==> src/rtl/addr_arbiter.sv <==
module addr_arbiter #(
  parameter int N = 4,
  localparam int IW = (N > 1) ? $clog2(N) : 1
) (
  input  logic          clk,
  input  logic          rst_n,
  input  logic [N-1:0]  req,
  input  logic          ts,
  input  logic          aack,
  input  logic          retry,
  output logic [N-1:0]  gnt,
  output logic          retried
);

  logic          busy, imp, rwin, rwin_imp, woo, rsv_v;
  logic [IW-1:0] rsv_id, ptr, ptr_n, pick_id, low_id;
  logic          pick_ok, low_ok;
  logic [N-1:0]  gnt_n;
  logic          ret_x, free, hold;
  int            j;

  assign ret_x = rwin & retry & ~rwin_imp;
  assign free  = ~busy | aack;
  assign hold  = ret_x | woo;

  always_comb begin
    pick_ok = 1'b0;
    pick_id = '0;
    j = 0;
    for (int k = N-1; k >= 0; k--) begin
      j = int'(ptr) + k;
      if (j >= N) j = j - N;
      if (req[j]) begin
        pick_ok = 1'b1;
        pick_id = IW'(j);
      end
    end
  end

  always_comb begin
    low_ok = 1'b0;
    low_id = '0;
    for (int k = N-1; k >= 0; k--)
      if (req[k]) begin
        low_ok = 1'b1;
        low_id = IW'(k);
      end
  end

  always_comb begin
    gnt_n = gnt;
    ptr_n = ptr;
    if (ts || hold) begin
      gnt_n = '0;
    end else if (rsv_v) begin
      gnt_n = '0;
      if (free) gnt_n[rsv_id] = 1'b1;
    end else if (|gnt) begin
      if (!(|(gnt & req))) gnt_n = '0;
    end else if (free && pick_ok) begin
      gnt_n = '0;
      gnt_n[pick_id] = 1'b1;
      ptr_n = (pick_id == IW'(N-1)) ? '0 : pick_id + IW'(1);
    end
  end

  always_ff @(posedge clk) begin
    if (!rst_n) begin
      gnt      <= '0;
      ptr      <= '0;
      busy     <= 1'b0;
      imp      <= 1'b0;
      rwin     <= 1'b0;
      rwin_imp <= 1'b0;
      woo      <= 1'b0;
      rsv_v    <= 1'b0;
      rsv_id   <= '0;
      retried  <= 1'b0;
    end else begin
      gnt      <= gnt_n;
      ptr      <= ptr_n;
      rwin     <= aack;
      rwin_imp <= aack & imp;
      woo      <= ret_x;
      retried  <= ret_x | (aack & imp);
      if (ts) begin
        busy <= 1'b1;
        imp  <= ret_x;
      end else if (aack) begin
        busy <= 1'b0;
      end
      if (woo && low_ok) begin
        rsv_v  <= 1'b1;
        rsv_id <= low_id;
      end else if (rsv_v && ts && gnt[rsv_id]) begin
        rsv_v <= 1'b0;
      end
    end
  end

endmodule

==> config.mk <==
export PLATFORM = sky130hd
export DESIGN_NAME = addr_arbiter
export DESIGN_NICKNAME = d
export VERILOG_FILES = /design/src/rtl/addr_arbiter.sv
export SDC_FILE = /design/constraint.sdc
export NUM_CORES = 1
export LEC_CHECK = 0
export BUFFER_PORTS_ARGS = -buffer_cell sky130_fd_sc_hd__buf_2
export CAP_MARGIN = 5
export CORE_MARGIN = 2
export CORE_UTILIZATION = 45
export DETAILED_ROUTE_END_ITERATION = 8
export PLACE_DENSITY = 0.65
export SYNTH_ARGS = -nofsm -noshare
export SYNTH_HDL_FRONTEND = slang
export SYNTH_SLANG_ARGS = --single-unit
export TNS_END_PERCENT = 1
==> constraint.sdc <==
create_clock -name clk -period 3.9 [get_ports clk]
set_clock_uncertainty 0.1 [all_clocks]
set_input_delay 0.78 -clock clk [delete_from_list [all_inputs] [get_ports clk]]
set_output_delay 0.78 -clock clk [all_outputs]
set_load 0.01 [all_outputs]
==> impl_metrics.tcl <==
set metrics [dict create \
    status "finished clean" \
    hold_viol_final 0 \
    fin_setup_tns_ns 0 \
    via_count 755 \
    n_antenna_cell 0 \
    io-pin-count 14 \
    synth.avg_cell_area_sq_um 8.50 \
    worst-path-max-fanout 8 \
    grt_pass1_vias 638 \
    yosys_most_used_dff "dfxtp_1" \
    finalCritPeriodShare 0.520 \
    synth_fp_nets 111 \
    clock_power_share 0.277 \
    synth_cell_types 34 \
    peakVddDrop_v 0.000181 \
    synth-seq-area-share 0.360 \
    clk_pin_slew_worst_paths_ns 0.09 \
    cts.path.max_buffers 2 \
    synth_most_common_cell "dfxtp_1" \
    cts_resized 0 \
    numCtsBuffers 3 \
    synthTopCellsByArea "dfxtp_1 36%, a21oi_1 6.6%, ha_1 6.0%, o211ai_1 4.5%, and3_1 3.8%" \
    fin_ws_ns 1.87 \
    synthCells 98 \
    final_cell_area_sq_um 953 \
    cts_sinks 15 \
    arrival_ns 2.11 \
    post_cts_buffers 0 \
    antenna_found_initial 0 \
    synth_commonest_cells "15 x dfxtp_1, 11 x a21oi_1, 7 x inv_1, 7 x nand2_1, 6 x o21ai_0" \
    powerDensity_nw_per_um2 346 \
    cap_violations 0 \
    ctsRootBufferMaster "clkbuf_4" \
    ys_seq_elements 15 \
    required_ns 3.98 \
    gp_congestion 0.807 \
    hold_buffers 0 \
    p_leak_nw 0.408 \
    period_minus_slack_ns 2.03 \
    synth_top_area_frac 0.360 \
    cp-end-kind "flop" \
    synth_edf_count 0 \
    ant_nets 0 \
    internal_power_w 0.000231 \
    area_growth_syn_to_layout_pct 14.4 \
    drt-pass1-iter-count 4 \
    slew_violations 0 \
    comb_power_share 0.211 \
    grt_max_degree 11 \
    start_util 0.483 \
    async_flop_share 0 \
    wl_per_cell_um 12.7 \
    dieArea_sq_um 2210 \
    report.final.setup_viol 0 \
    die_h_um 47.0 \
    fmax_mhz 493 \
    place.port_buffers 13 \
    start_kind "input port" \
    fp.dieW_um 47.0 \
    core-area_sq_um 1730 \
    cts_tree "done" \
    dp_hpwl_um 1350 \
    remaining_drc_errors 0 \
    switching_share 0.300 \
    critical_path_class "input port to flop" \
    dpl_worst_slack_ns 1.53 \
    via_per_inst 5.43 \
    drtIter0Drc 17 \
    fin_util 0.552 \
    drive_gt1_frac 0.184 \
    hp-class "flop to flop" \
    dpl_cell_area_sq_um 926 \
    routed_wl_um 1770 \
    relSlewSlack 0.640 \
    fin_nets 128 \
    htree_levels 1 \
    syn-cell-area_sq_um 833 \
    rsz0062_at_grt "false" \
    yosysWarnings 0 \
    synth.largest_area_cell "dfxtp_1" \
    grt_util_all_layers 0.194 \
    p_sw_w 0.0000990 \
    clkLatencyLatePin_ns 0.29 \
    grt_pass1_wl_um 2900 \
    worstMarginPinSlew_ns 0.535 \
    grt-ovfl-total 0 \
    rows 15 \
    pwr-share-seq 0.512 \
]
[layout make-up]
cell class	count	area [sq um]
clock buffers	3	22.5
clock inverters	1	5.00
fillers	184	773
inverters	7	26.3
multi-input cells	75	503
flip-flops and latches	15	300
well taps	25	31.3
repair buffers	13	65.1
[power by group through the flow]
stage | registers (W) | logic [W] | clock network (W)
after floorplan | 0.000171 | 0.0000502 | 0
after global placement | 0.000172 | 0.0000690 | 0
after detailed placement | 0.000173 | 0.0000692 | 0
after CTS | 0.000169 | 0.0000697 | 0.0000935
after global routing | 0.000170 | 0.0000807 | 0.000101
final | 0.000169 | 0.0000696 | 0.0000913
[final timing paths]
check	from	to	slack, ns	cells after the start
setup / recovery	req[1]	gnt[1]	1.87	8
hold / removal	imp	imp	0.40	2
setup reg to reg	ptr[1]	gnt[1]	2.09	7
hold reg to reg	imp	imp	0.40	2
[per-stage QoR]
stage	hold WS (ns)	instances	total power (W)
floorplan	0.352	98	0.000221
global placement	0.377	135	0.000241
detailed placement	0.378	135	0.000242
CTS	0.403	139	0.000332
global route	0.425	139	0.000352
finish	0.400	139	0.000330
[state kept, by name (all words and copies together), names as in the netlist]
register,cells
busy,1
gnt,4
imp,1
ptr,2
retried,1
rsv_id,2
rsv_v,1
rwin,1
rwin_imp,1
woo,1
[cell families (layout without fill, tap and decap cells)]
| logic type | after synthesis | count (layout) | synth area share |
|---|---|---|---|
| AOI/OAI and AO/OA | 34 | 34 | 0.261 |
| adders and majority gates | 4 | 4 | 0.0601 |
| buffers and inverters | 8 | 24 | 0.0360 |
| DFF | 15 | 15 | 0.360 |
| muxes | 3 | 3 | 0.0511 |
| and+or+nand+nor | 34 | 34 | 0.231 |
[cells in the final DEF, fill, tap and decap left out]
master and instances:
dfxtp_1 15, o21ai_0 6, mux4_2 1, clkbuf_4 3, nand3b_1 1, nor4_1 3
ha_1 4, o211ai_1 5, a211o_1 1, nand4b_1 1, o221ai_1 1, o311a_1 1
nor2b_1 2, o21a_1 1, buf_2 13, nor3_1 2, and3b_1 1, o21ai_1 1
or2_2 1, or4_4 1, a21o_1 1, o22a_2 1, a22oi_1 2, mux2i_1 2
o31ai_1 1, a21boi_0 1, clkinv_2 1, and2_1 2, and3_1 5, nand2b_1 2
a21oi_1 11, or4_1 1, nand2_1 7, nor2_1 5, inv_1 7, a211oi_1 1
[critical path, cell delays in order]
cell and delay (ns):
buf_2 0.14, a21boi_0 0.13, o221ai_1 0.34, inv_1 0.11
ha_1 0.20, and3_1 0.15, o211ai_1 0.17, a21oi_1 0.09
[metal layers]
metal,part of all wire,track usage,vias to the layer above
met5,0,0,-
li1,-,-,397
met4,0.022,0.117,0
met2,0.43,0.271,16
met3,0.039,0.0346,4
met1,0.51,0.276,338
Power figures use the tool's default switching activity.
